**src/rtl/led_enc_pkg.sv**
```systemverilog
package led_enc_pkg;

   localparam int BYTE_W        = 8;
   localparam int SLOTS_PER_BIT = 8;
   localparam int IDX_W         = $clog2(SLOTS_PER_BIT);

   typedef enum logic [1:0] {
      ST_IDLE  = 2'd0,
      ST_SEND  = 2'd1,
      ST_LATCH = 2'd2
   } enc_state_t;

endpackage

```
**src/rtl/led_slot_divider.sv**
```systemverilog
module led_slot_divider #(
   parameter int CLK_DIV = 4
) (
   input  logic clk,
   input  logic rst,
   input  logic run,
   output logic tick
);

   localparam int DIV_W = (CLK_DIV > 1) ? $clog2(CLK_DIV) : 1;

   generate
      if (CLK_DIV == 1) begin : g_pass
         assign tick = run;
      end else begin : g_count
         logic [DIV_W-1:0] cnt_q;

         always_ff @(posedge clk) begin
            if (rst || !run) begin
               cnt_q <= '0;
            end else if (cnt_q == DIV_W'(CLK_DIV - 1)) begin
               cnt_q <= '0;
            end else begin
               cnt_q <= cnt_q + 1'b1;
            end
         end

         assign tick = run && (cnt_q == DIV_W'(CLK_DIV - 1));

         // slots longer than one cycle never tick on two adjacent cycles
         assert_tick_spacing_R3: assert property (@(posedge clk) disable iff (rst)
            tick |=> !tick);
      end
   endgenerate

endmodule

```
**src/rtl/led_bit_shifter.sv**
```systemverilog
module led_bit_shifter
   import led_enc_pkg::*;
#(
   parameter logic [BYTE_W-1:0] ZERO_PAT = 8'hC0,
   parameter logic [BYTE_W-1:0] ONE_PAT  = 8'hF0
) (
   input  logic              clk,
   input  logic              rst,
   input  logic              load,
   input  logic [BYTE_W-1:0] load_byte,
   input  logic              tick,
   output logic              bit_out,
   output logic              at_byte_end
);

   localparam int BIT_W = $clog2(BYTE_W);
   localparam logic [IDX_W-1:0] LAST_SLOT = IDX_W'(SLOTS_PER_BIT - 1);

   logic [BYTE_W-1:0]        data_q;
   logic [BIT_W-1:0]         bit_idx_q;
   logic [IDX_W-1:0]         slot_idx_q;
   logic [SLOTS_PER_BIT-1:0] pat_q;

   function automatic logic [SLOTS_PER_BIT-1:0] pick_pattern(input logic b);
      return b ? ONE_PAT : ZERO_PAT;
   endfunction

   always_ff @(posedge clk) begin
      if (rst) begin
         data_q     <= '0;
         bit_idx_q  <= '0;
         slot_idx_q <= '0;
         pat_q      <= '0;
      end else if (load) begin
         data_q     <= load_byte;
         bit_idx_q  <= BIT_W'(BYTE_W - 1);
         slot_idx_q <= '0;
         pat_q      <= pick_pattern(load_byte[BYTE_W-1]);
      end else if (tick) begin
         if (slot_idx_q == LAST_SLOT) begin
            slot_idx_q <= '0;
            if (bit_idx_q != '0) begin
               bit_idx_q <= bit_idx_q - 1'b1;
               pat_q     <= pick_pattern(data_q[bit_idx_q - 1'b1]);
            end else begin
               pat_q     <= '0;
            end
         end else begin
            slot_idx_q <= slot_idx_q + 1'b1;
            pat_q      <= {pat_q[SLOTS_PER_BIT-2:0], 1'b0};
         end
      end
   end

   assign bit_out     = pat_q[SLOTS_PER_BIT-1];
   assign at_byte_end = (slot_idx_q == LAST_SLOT) && (bit_idx_q == '0);

   // each bit opens with a high slot
   assert_bit_starts_high_R3: assert property (@(posedge clk) disable iff (rst)
      load |=> bit_out);

   // each bit closes with a low slot, so a byte boundary is always low
   assert_bit_ends_low_R3: assert property (@(posedge clk) disable iff (rst)
      (slot_idx_q == LAST_SLOT) |-> !bit_out);

   // the slot position only moves on a divided tick or a load
   assert_slot_hold_R3: assert property (@(posedge clk) disable iff (rst)
      (!load && !tick) |=> $stable(slot_idx_q));

endmodule

```
**src/rtl/led_latch_timer.sv**
```systemverilog
module led_latch_timer #(
   parameter int LATCH_CYC = 1280
) (
   input  logic clk,
   input  logic rst,
   input  logic run,
   output logic done
);

   localparam int LAT_W = $clog2(LATCH_CYC + 1);
   localparam logic [LAT_W-1:0] LAT_LAST = LAT_W'(LATCH_CYC - 1);

   logic [LAT_W-1:0] cnt_q;

   always_ff @(posedge clk) begin
      if (rst || !run) begin
         cnt_q <= '0;
      end else if (cnt_q != LAT_LAST) begin
         cnt_q <= cnt_q + 1'b1;
      end
   end

   assign done = run && (cnt_q == LAT_LAST);

   // the owner leaves the latch phase as soon as the interval has elapsed
   assert_latch_single_done_R7: assert property (@(posedge clk) disable iff (rst)
      done |=> !done);

endmodule

```
**src/rtl/led_chain_encoder.sv**
```systemverilog
module led_chain_encoder
   import led_enc_pkg::*;
#(
   parameter int                CLK_DIV     = 4,
   parameter int                LATCH_SLOTS = 320,
   parameter logic [BYTE_W-1:0] ZERO_PAT    = 8'hC0,
   parameter logic [BYTE_W-1:0] ONE_PAT     = 8'hF0
) (
   input  logic              clk,
   input  logic              rst,
   input  logic              in_valid,
   input  logic [BYTE_W-1:0] in_data,
   input  logic              in_first,
   input  logic              in_last,
   output logic              in_ready,
   output logic              line_out,
   output logic              busy,
   output logic              underrun
);

   localparam int LATCH_CYC = LATCH_SLOTS * CLK_DIV;

   generate
      if (CLK_DIV < 1) begin : g_bad_div
         $error("CLK_DIV must be at least 1");
      end
      if (LATCH_SLOTS < 1) begin : g_bad_latch
         $error("LATCH_SLOTS must be at least 1");
      end
      if (!ZERO_PAT[BYTE_W-1] || !ONE_PAT[BYTE_W-1]) begin : g_bad_lead
         $error("bit patterns must begin with a high slot");
      end
      if (ZERO_PAT[0] || ONE_PAT[0]) begin : g_bad_tail
         $error("bit patterns must end with a low slot");
      end
   endgenerate

   enc_state_t state_q;
   logic       last_q;
   logic       under_q;

   logic tick;
   logic shift_bit;
   logic at_end;
   logic lat_done;
   logic byte_end;
   logic accept;
   logic load;

   led_slot_divider #(.CLK_DIV(CLK_DIV)) u_div (
      .clk  (clk),
      .rst  (rst),
      .run  (state_q == ST_SEND),
      .tick (tick)
   );

   led_bit_shifter #(.ZERO_PAT(ZERO_PAT), .ONE_PAT(ONE_PAT)) u_shift (
      .clk         (clk),
      .rst         (rst),
      .load        (load),
      .load_byte   (in_data),
      .tick        (tick),
      .bit_out     (shift_bit),
      .at_byte_end (at_end)
   );

   led_latch_timer #(.LATCH_CYC(LATCH_CYC)) u_latch (
      .clk  (clk),
      .rst  (rst),
      .run  (state_q == ST_LATCH),
      .done (lat_done)
   );

   assign byte_end = tick && at_end;
   assign in_ready = (state_q == ST_IDLE) ||
                     ((state_q == ST_SEND) && byte_end && !last_q);
   assign accept   = in_valid && in_ready;
   assign load     = accept && ((state_q == ST_SEND) || in_first);

   always_ff @(posedge clk) begin
      if (rst) begin
         state_q <= ST_IDLE;
         last_q  <= 1'b0;
         under_q <= 1'b0;
      end else begin
         unique case (state_q)
            ST_IDLE: begin
               if (load) begin
                  state_q <= ST_SEND;
                  last_q  <= in_last;
                  under_q <= 1'b0;
               end
            end
            ST_SEND: begin
               if (byte_end) begin
                  if (last_q) begin
                     state_q <= ST_LATCH;
                  end else if (in_valid) begin
                     last_q <= in_last;
                  end else begin
                     under_q <= 1'b1;
                     state_q <= ST_LATCH;
                  end
               end
            end
            ST_LATCH: begin
               if (lat_done) begin
                  state_q <= ST_IDLE;
               end
            end
            default: state_q <= ST_IDLE;
         endcase
      end
   end

   assign line_out = (state_q == ST_SEND) && shift_bit;
   assign busy     = (state_q != ST_IDLE);
   assign underrun = under_q;

   assert_stray_byte_dropped_R2: assert property (@(posedge clk) disable iff (rst)
      ((state_q == ST_IDLE) && in_valid && !in_first) |=> !busy);

   assert_no_gap_R5: assert property (@(posedge clk) disable iff (rst)
      ((state_q == ST_SEND) && load) |=> line_out);

   assert_idle_after_latch_R7: assert property (@(posedge clk) disable iff (rst)
      $fell(busy) |-> $past(lat_done));

   assert_underrun_at_boundary_R8: assert property (@(posedge clk) disable iff (rst)
      $rose(underrun) |-> $past(byte_end));

endmodule

```
**config.mk**
```make
export PLATFORM = sky130hd
export DESIGN_NAME = led_chain_encoder
export DESIGN_NICKNAME = d
export VERILOG_FILES = /design/src/rtl/led_enc_pkg.sv /design/src/rtl/led_slot_divider.sv /design/src/rtl/led_bit_shifter.sv /design/src/rtl/led_latch_timer.sv /design/src/rtl/led_chain_encoder.sv
export SDC_FILE = /design/constraint.sdc
export NUM_CORES = 1
export LEC_CHECK = 0
export BUFFER_PORTS_ARGS = -buffer_cell sky130_fd_sc_hd__buf_4
export CELL_PAD_IN_SITES_DETAIL_PLACEMENT = 1
export CELL_PAD_IN_SITES_GLOBAL_PLACEMENT = 2
export CORE_MARGIN = 2
export CORE_UTILIZATION = 39
export CTS_CLUSTER_DIAMETER = 150
export CTS_CLUSTER_SIZE = 40
export DETAILED_ROUTE_END_ITERATION = 12
export HOLD_SLACK_MARGIN = 0.05
export PLACE_DENSITY_LB_ADDON = 0.1
export SYNTH_ARGS = -nofsm -noshare
export SYNTH_HDL_FRONTEND = slang
export SYNTH_HIERARCHICAL = 1
export SYNTH_SLANG_ARGS = --single-unit
```
**constraint.sdc**
```tcl
create_clock -name clk -period 3.4 [get_ports clk]
set_input_delay 1.02 -clock clk [delete_from_list [all_inputs] [get_ports clk]]
set_output_delay 1.02 -clock clk [all_outputs]
set_load 0.05 [all_outputs]
```
; After elaboration in Yosys (flattened, before gate mapping)
; Cells that the tools add are included.
[op_classes]
n_lt_le_gt_ge = 1
bitwise_logic = 0
add_sub_neg = 4
eq_ne = 12
n_reduce_logical = 30
muxes = 29
n_div = 0
multipliers = 0
n_shift = 0
[ops]
columns = cell, n
row1 = $mux W8, 4
row2 = $mux W3, 5
row3 = $mux W6, 2
row4 = $add A11 B1 Y11 const B, 1
row5 = $eq A11 B11 Y1 const B, 1
row6 = $ne A11 B11 Y1 const B, 1
row7 = $mux W2, 5
row8 = $ne A2 B2 Y1 const B, 5
row9 = $reduce_bool A2 Y1, 5
row10 = $logic_and A1 B1 Y1, 9
row11 = $mux W1, 9
row12 = $pmux W2 S3, 1
row13 = $reduce_and A3 Y1, 2
row14 = $reduce_and A5 Y1, 1
row15 = $eq A2 B2 Y1 const B, 2
row16 = $logic_or A1 B1 Y1, 4
row17 = $lt A3 B4 Y1 const B, 1
row18 = $pmux W1 S2, 2
row19 = $reduce_and A4 Y1, 1
row20 = $reduce_or A2 Y1, 2
row21 = $add A3 B1 Y3 const B, 1
row22 = $bmux W1 S3, 1
row23 = $eq A3 B3 Y1 const B, 1
row24 = $logic_not A1 Y1, 3
row25 = 7 further kinds, 7
[word_totals]
in_bits = 13
regBits = 39
mem_bits_ro = 0
latch_bits = 0
mem_bits_rw = 0
memories = 0

; Logic depth before layout (Yosys ltp)
; Gate-level depths: netlist (run 1).
[logic_depth]
depth_word = 10
depth_mapped = 10
ltp_nobuf = 9

; Hierarchy
; Netlist (run 1), hierarchy kept.
[by_module_without_submodules]
columns = mod, n_inst, cells_each, area_each_um2
row1 = led_bit_shifter, 1, 88, 859.6
row2 = led_latch_timer, 1, 69, 591.8
row3 = led_chain_encoder, 1, 28, 237.7
row4 = led_slot_divider, 1, 6, 86.3

; Worst setup path after synthesis (run 1)
; OpenSTA, ideal clock, no wires.
[synth_path]
path_type = flip-flop to output port
startpoint = reg u_shift.slot_idx_q[0]
endpoint = out in_ready
path_slack_ns = 0.535
arrival_time_ns = 1.845
path_stages_with_launch = 7
path_buffers = 0
cell_sequence = dfxtp_1 -> ha_1 -> ha_1 -> inv_1 -> nor2_1 -> nand3b_1 -> a21oi_1
[synth_between]
elab_chain_cells = 6
[synth_lines]
columns = item, line_no
row1 = from (decl), led_bit_shifter.sv:21  ; logic [IDX_W-1:0] slot_idx_q;
row2 = from (signal assigned), led_bit_shifter.sv:49  ; slot_idx_q <= slot_idx_q + 1'b1;
row3 = $eq A3 B3 Y1, led_bit_shifter.sv:56  ; assign at_byte_end = (slot_idx_q == LAST_SLOT) && (bit_idx_q == '0);
row4 = $logic_and A1 B1 Y1, led_bit_shifter.sv:56
row5 = named net at_end, led_chain_encoder.sv:44  ; logic at_end;
row6 = $logic_and A1 B1 Y1, led_chain_encoder.sv:74  ; assign byte_end = tick && at_end;
row7 = $logic_and A1 B1 Y1 (2 in a row), led_chain_encoder.sv:76  ; ((state_q == ST_SEND) && byte_end && !last_q);
row8 = $logic_or A1 B1 Y1, led_chain_encoder.sv:75  ; assign in_ready = (state_q == ST_IDLE) ||
row9 = to (decl), led_chain_encoder.sv:15  ; output logic in_ready,
; The timed path passes the listed nets, and every way through them passes these cells.

; Worst setup path in the final report (run 1)
[layout_path]
startpoint = reg state_q[0]
endpoint = out in_ready
[layout_between]
elab_chain_cells = 6
elab_cells_between_ends = 7
classes_between = 1 x eq/ne / 6 x reduce/logical
[layout_lines]
columns = item, line_no
row1 = from (decl), led_chain_encoder.sv:38  ; enc_state_t state_q;
row2 = from (signal assigned), led_chain_encoder.sv:82  ; state_q <= ST_IDLE;
row3 = from (signal assigned), led_chain_encoder.sv:89  ; state_q <= ST_SEND;
row4 = from (signal assigned), led_chain_encoder.sv:97  ; state_q <= ST_LATCH;
row5 = $eq A2 B1 Y1, led_chain_encoder.sv:53  ; .run (state_q == ST_SEND),
row6 = $logic_and A1 B1 Y1, led_slot_divider.sv:28  ; assign tick = run && (cnt_q == DIV_W'(CLK_DIV - 1));
row7 = named net tick, led_chain_encoder.sv:42  ; logic tick;
row8 = $logic_and A1 B1 Y1, led_chain_encoder.sv:74
row9 = $logic_and A1 B1 Y1 (2 in a row), led_chain_encoder.sv:76
row10 = $logic_or A1 B1 Y1, led_chain_encoder.sv:75
; The timed path passes the listed nets, and every way through them passes these cells.

==> results.tsv, run 1 <==
stage	metric	value	unit
placement	GPL Wtd Cong	0.786	
cells_and_area	Net count, final	227	
drt	vias	1472	
yosys	Top FF cell, synth	dfxtp_1	
clocking	post-CTS sizing	0	
grt	GRT Util Overall	17.5	%
setup_path	register-to-register setup slack	0.74	ns
drt	vias per inst	5.64	
floorplan	Die ar.	5110	um^2
sta	setup ws final	0.371	ns
sta	Tcrit/Tclk final	89.1	%
placement	Port Buffers	16	
yosys	cell taking the most area after synthesis	dfxtp_1	
clocking	CTS buffer count	5	
clocking	latest clock arrival within the worst-skew pair	0.29	ns
drt	First DRT Iteration DRCs	92	
floorplan	FP Rows	24	
sta	Final setup viols	0	
yosys	synthesized flop and latch total	35	
sta	Clock Skew	0.00483	ns
setup_path	CP Class	flop to output pin	
clocking	number of setup buffers added after CTS	0	
sta	final hold slack	0.461	ns
status	outcome	finished, final reports clean	
setup_path	crit path launch	state_q[0]	
cells_and_area	Final Cell Area	2040	um^2
clocking	Root Driver	clkbuf_8	
placement	DP Area	1930	um^2
placement	Place WS	0.696	ns
setup_path	Worst setup endpoint	in_ready	
yosys	Synth Cell Area	1780	um^2
sta	Fin. Hold Viols	0	
clocking	Worst-path clk slew	0.07	ns
setup_path	reg2reg start	state_q[0]	
setup_path	CP max stage cell	dfxtp_1	
drt	Routed Antenna Nets	0	
drt	drt wl/cell	15.9	um
clocking	Clock Path Buffers	2	
setup_path	CP max FO	13	
sta	Max Slew Vio Count	0	
yosys	Cells after Synth	191	
floorplan	starting density of the core	40.5	%
clocking	Hold-fix buffers, CTS	0	
yosys	largest cells by area after synthesis	dfxtp_1, mux2i_1, ha_1, nand3_1, a21oi_1	
drt	final WL	4150	um
setup_path	reg2reg end	u_shift/data_q[1]	
yosys	most frequent cell after synthesis	dfxtp_1	
placement	DP HPWL	3070	um
yosys	post-synth top area share	39.5	%
clocking	H-tree depth	2	
grt	gr ovfl total	0	
setup_path	worst endpoint data arrival time	2.01	ns
grt	initial antenna violation count	0	
sta	post-route minimum period	3.03	ns
job	max-cap violations	0	
cells_and_area	ANT cells	0	
clocking	CTS tree	built	
setup_path	R2R depth	7	
yosys	register area share after synthesis	39.5	%
setup_path	largest stage delay on the critical path	0.46	ns
yosys	syn nets	210	
pwr	maximum vdd drop	0.282	mV
yosys	number of synthesized flops with an enable pin	0	
pwr	overall power	0.912	mW
setup_path	Worst Path Required	2.38	ns
sta	setup TNS	0	ns
floorplan	die height	71.5	um
sta	RSZ-0062 raised after global routing	false	
yosys	Mean Syn Cell Area	9.30	um^2
yosys	synth cell count leaders	dfxtp_1, nor2_1, mux2i_1, nand3_1	
yosys	asr flop ratio synth	0	%
drt	First-pass DRT Iterations	4	
sta	Rel. slew slack	44.9	%
worst_hold_path	type of the tightest min-delay check	flop to flop	
cells_and_area	fraction of layout cells with a size suffix above 1	19.1	%
sta	Fmax	330	MHz
setup_path	worst path cell trace	and2b_4 > and2_1 > nand3b_1 > a21oi_1 > buf_4	
pwr	Leak	0.753	nW
floorplan	die width	71.5	um
floorplan	Placeable Area	4380	um^2
cells_and_area	FILL cells	501	
floorplan	IO Pins	17	
cells_and_area	Syn-to-layout area delta	15.2	%
sta	Slew @ Worst Pin	0.826	ns
yosys	post-synth cell types	54	
setup_path	CP startpoint kind	flop	
grt	largest net degree at the start of global routing	30	
setup_path	CP Capture Type	output pin	
clocking	# clock sinks	35	
grt	vias in the first global route	1535	
yosys	Yosys Warn Count	6	
drt	# DRC	0	
grt	first-pass GRT wire length	7070	um
pwr	Power Density	446	nW/um^2
==> logic make-up (layout without fill, tap and decap cells) <==
kind of cell,Yosys count,in the layout,share of synthesized area [%]
compound gates,40,40,14.7
xor+xnor,2,2,0.987
fa+ha+maj,6,6,4.23
buf+inv,17,35,4.44
flops,35,35,39.5
mux,14,14,9.30
simple gates,77,77,26.9
==> worst min path at each step <==
stage,slack (ns),end,from,cells after the start
after floorplan,0.42,u_div/g_count.cnt_q[0],u_div/g_count.cnt_q[0],1
after global placement,0.43,u_div/g_count.cnt_q[0],u_div/g_count.cnt_q[0],1
after detailed placement,0.46,u_div/g_count.cnt_q[0],u_div/g_count.cnt_q[0],1
after CTS,0.47,u_div/g_count.cnt_q[0],u_div/g_count.cnt_q[0],1
after global routing,0.49,u_div/g_count.cnt_q[0],u_div/g_count.cnt_q[0],1
final,0.46,u_div/g_count.cnt_q[0],u_div/g_count.cnt_q[0],1
==> flip-flops by register name, indices dropped and copies added, names as in the netlist <==
register             flops
last_q                   1
underrun                 1
u_shift/data_q           8
u_shift/bit_idx_q        3
u_div/g_count.cnt_q      2
u_latch/cnt_q           11
u_shift/slot_idx_q       3
u_shift/pat_q            4
state_q                  2
==> per-layer routing <==
layer | vias to the layer above | share of wire (%) | track usage, %
met4 | 0 | 1.4 | 6.29
met3 | 5 | 1.9 | 3.38
li1 | 739 | - | -
met1 | 714 | 46 | 21.1
met5 | - | 0 | 0
met2 | 14 | 51 | 31.0
==> layout by cell type (no fill, tap or decap), types with 6 or more instances in the layout <==
| master | count |
|---|---|
| ha_1 | 6 |
| clkbuf_8 | 6 |
| inv_1 | 10 |
| mux2i_1 | 12 |
| a31oi_1 | 6 |
| nor2_1 | 13 |
| a21oi_1 | 11 |
| dfxtp_1 | 35 |
| nand2_1 | 11 |
| nand3_1 | 12 |
| o21ai_0 | 6 |
| buf_4 | 17 |
==> critical path: cells and delay by family, from the launching register on <==
kind                   cells  cell delay (ns)
AOI/OAI and AO/OA          1             0.19
buffers and inverters      1             0.21
DFF                        1             0.46
and+or+nand+nor            3             0.86
==> per-stage QoR <==
step	std cells	util, %
floorplan	191	-
global route	261	46.6
finish	261	46.6
global placement	253	43.9
CTS	261	46.6
detailed placement	253	43.9
==> layout make-up <==
cell class	count	area (um^2)	share of cell area, %
timing repair buffer	17	128	6.24
clock inverter	2	35.0	1.71
sequential	35	701	34.3
inverter	10	37.5	1.84
tap	52	65.1	3.18
clock buffer	6	82.6	4.04
multi-input combinational	139	996	48.7
==> report_power, final <==
group	switching, mW	internal, mW
Combinational	0.0441	0.0403
Sequential	0.00937	0.422
Clock	0.158	0.237
Total	0.212	0.700
Note: power is estimated with default switching activity, not from simulation.
==> inputs of run 2 (changes only) <==
--- a/config.mk
+++ b/config.mk
@@ -8,6 +8,7 @@
 export BUFFER_PORTS_ARGS = -buffer_cell sky130_fd_sc_hd__buf_4
 export CELL_PAD_IN_SITES_DETAIL_PLACEMENT = 1
 export CELL_PAD_IN_SITES_GLOBAL_PLACEMENT = 2
+export CORE_ASPECT_RATIO = 1.25
 export CORE_MARGIN = 2
 export CORE_UTILIZATION = 39
 export CTS_CLUSTER_DIAMETER = 150
==> constraint.sdc (replaced) <==
create_clock -name clk -period 3.4 [get_ports clk]
set_input_delay 1.02 -clock clk [delete_from_list [all_inputs] [get_ports clk]]
set_output_delay 1.02 -clock clk [all_outputs]
set_load 0.005 [all_outputs]
==> results.tsv, run 2 (synthesized netlist as in run 1, its figures left out) <==
stage	metric	value	unit
placement	DP Area	1930	um^2
drt	vias per inst	5.60	
setup_path	register-to-register setup slack	0.67	ns
setup_path	CP startpoint kind	flop	
clocking	Worst-path clk slew	0.07	ns
status	outcome	finished, final reports clean	
grt	gr ovfl total	0	
cells_and_area	Net count, final	227	
drt	Routed Antenna Nets	0	
sta	setup TNS	0	ns
clocking	H-tree depth	2	
clocking	Clock Path Buffers	2	
cells_and_area	top flop regs	u_latch/cnt_q x11, u_shift/data_q x8, u_shift/pat_q x4	
floorplan	IO Pins	17	
cells_and_area	ANT cells	0	
clocking	latest clock arrival within the worst-skew pair	0.28	ns
floorplan	Die ar.	5110	um^2
floorplan	Placeable Area	4390	um^2
cells_and_area	max reg flops	11	
drt	final WL	4000	um
placement	GPL Wtd Cong	0.747	
cells_and_area	multi-input logic area	996	um^2
drt	First-pass DRT Iterations	4	
setup_path	reg2reg start	state_q[0]	
setup_path	CP Class	flop to output pin	
sta	Final setup viols	0	
clocking	CTS buffer count	5	
sta	final hold slack	0.459	ns
grt	initial antenna violation count	0	
setup_path	CP max FO	13	
grt	first-pass GRT wire length	6960	um
sta	Rel. slew slack	40.2	%
placement	Port Buffers	16	
sta	Clock Skew	0.00406	ns
clocking	number of setup buffers added after CTS	0	
clocking	# clock sinks	35	
sta	Fin. Hold Viols	0	
sta	Slew @ Worst Pin	0.897	ns
sta	Fmax	345	MHz
cells_and_area	fraction of layout cells with a size suffix above 1	18.2	%
cells_and_area	Syn-to-layout area delta	13.5	%
setup_path	Worst Path Required	2.38	ns
clocking	Hold-fix buffers, CTS	0	
setup_path	worst endpoint data arrival time	1.88	ns
grt	GRT Util Overall	17.2	%
pwr	Leak	0.734	nW
cells_and_area	commonest non-fill, non-tap cells in the layout	dfxtp_1, buf_4, nor2_1	
floorplan	FP Rows	27	
sta	post-route minimum period	2.90	ns
pwr	overall power	0.792	mW
grt	vias in the first global route	1572	
drt	First DRT Iteration DRCs	57	
cells_and_area	Biggest register	u_latch/cnt_q	
grt	largest net degree at the start of global routing	30	
clocking	CTS tree	built	
setup_path	reg2reg end	u_shift/data_q[6]	
clocking	Root Driver	clkbuf_8	
sta	Max Slew Vio Count	0	
setup_path	R2R depth	7	
setup_path	CP Capture Type	output pin	
drt	drt wl/cell	15.0	um
cells_and_area	FILL cells	529	
cells_and_area	Final Cell Area	2020	um^2
cells_and_area	FF/Latch Area	701	um^2
clocking	post-CTS sizing	0	
sta	Tcrit/Tclk final	85.4	%
cells_and_area	commonest non-fill, non-tap cell in the layout	dfxtp_1	
floorplan	starting density of the core	40.4	%
drt	vias	1494	
floorplan	die width	64.4	um
placement	DP HPWL	3030	um
job	max-cap violations	0	
pwr	maximum vdd drop	0.295	mV
worst_hold_path	type of the tightest min-delay check	flop to flop	
setup_path	crit path launch	state_q[0]	
floorplan	die height	79.4	um
sta	RSZ-0062 raised after global routing	false	
drt	# DRC	0	
pwr	Power Density	393	nW/um^2
setup_path	Worst setup endpoint	in_ready	
[run 2: cell types whose count changed in the layout (fill, tap and decap cells not counted)]
cell / delta
bufinv_16: -1
clkbuf_8: -1
clkbuf_1: +2
[run 2: layout make-up]
type	instances	area share [%]
multi-input combinational	139	49.4
sequential	35	34.8
timing repair buffer	17	6.33
clock buffer	7	3.79
tap	58	3.60
inverter	10	1.86
clock inverter	1	0.248
[run 2: through the flow]
step / std cells / utilization (%) / setup slack [ns]
5_1_grt: 267 / 45.9 / 0.286
4_1_cts: 267 / 45.9 / 0.481
2_1_floorplan: 191 / - / 1.17
6_report: 267 / 45.9 / 0.497
3_5_place_dp: 259 / 44.0 / 0.627
3_3_place_gp: 259 / 44.0 / 0.816
[run 2: worst min-delay path by stage]
stage / from / to / slack [ns] / cells past startpoint
detailed placement: u_div/g_count.cnt_q[0] / u_div/g_count.cnt_q[0] / 0.46 / 1
global placement: u_div/g_count.cnt_q[0] / u_div/g_count.cnt_q[0] / 0.43 / 1
finish: u_div/g_count.cnt_q[0] / u_div/g_count.cnt_q[0] / 0.46 / 1
global route: u_div/g_count.cnt_q[0] / u_div/g_count.cnt_q[0] / 0.48 / 1
floorplan: u_div/g_count.cnt_q[0] / u_div/g_count.cnt_q[0] / 0.42 / 1
CTS: u_div/g_count.cnt_q[0] / u_div/g_count.cnt_q[0] / 0.47 / 1
[run 2: where the power goes]
part	switching (mW)	leakage (nW)	total (mW)	internal, mW
Combinational	0.0364	0.407	0.0763	0.0399
Clock	0.140	0.0422	0.283	0.144
Sequential	0.00927	0.285	0.432	0.423
Total	0.185	0.734	0.792	0.606
[run 2: metal layers]
| layer | vias to the layer above | track usage [%] | part of all wire (%) |
|---|---|---|---|
| met5 | - | 0 | 0 |
| met4 | 0 | 7.45 | 2.6 |
| met3 | 12 | 4.37 | 2.2 |
| met2 | 17 | 32.3 | 54 |
| met1 | 729 | 17.9 | 42 |
| li1 | 736 | - | - |
[run 2: critical path, stage by stage, from the launching register on]
cell and delay (ns):
dfxtp_1 0.45, and2b_4 0.21, and2_1 0.45, nand3b_1 0.19, a21oi_1 0.18, buf_4 0.12
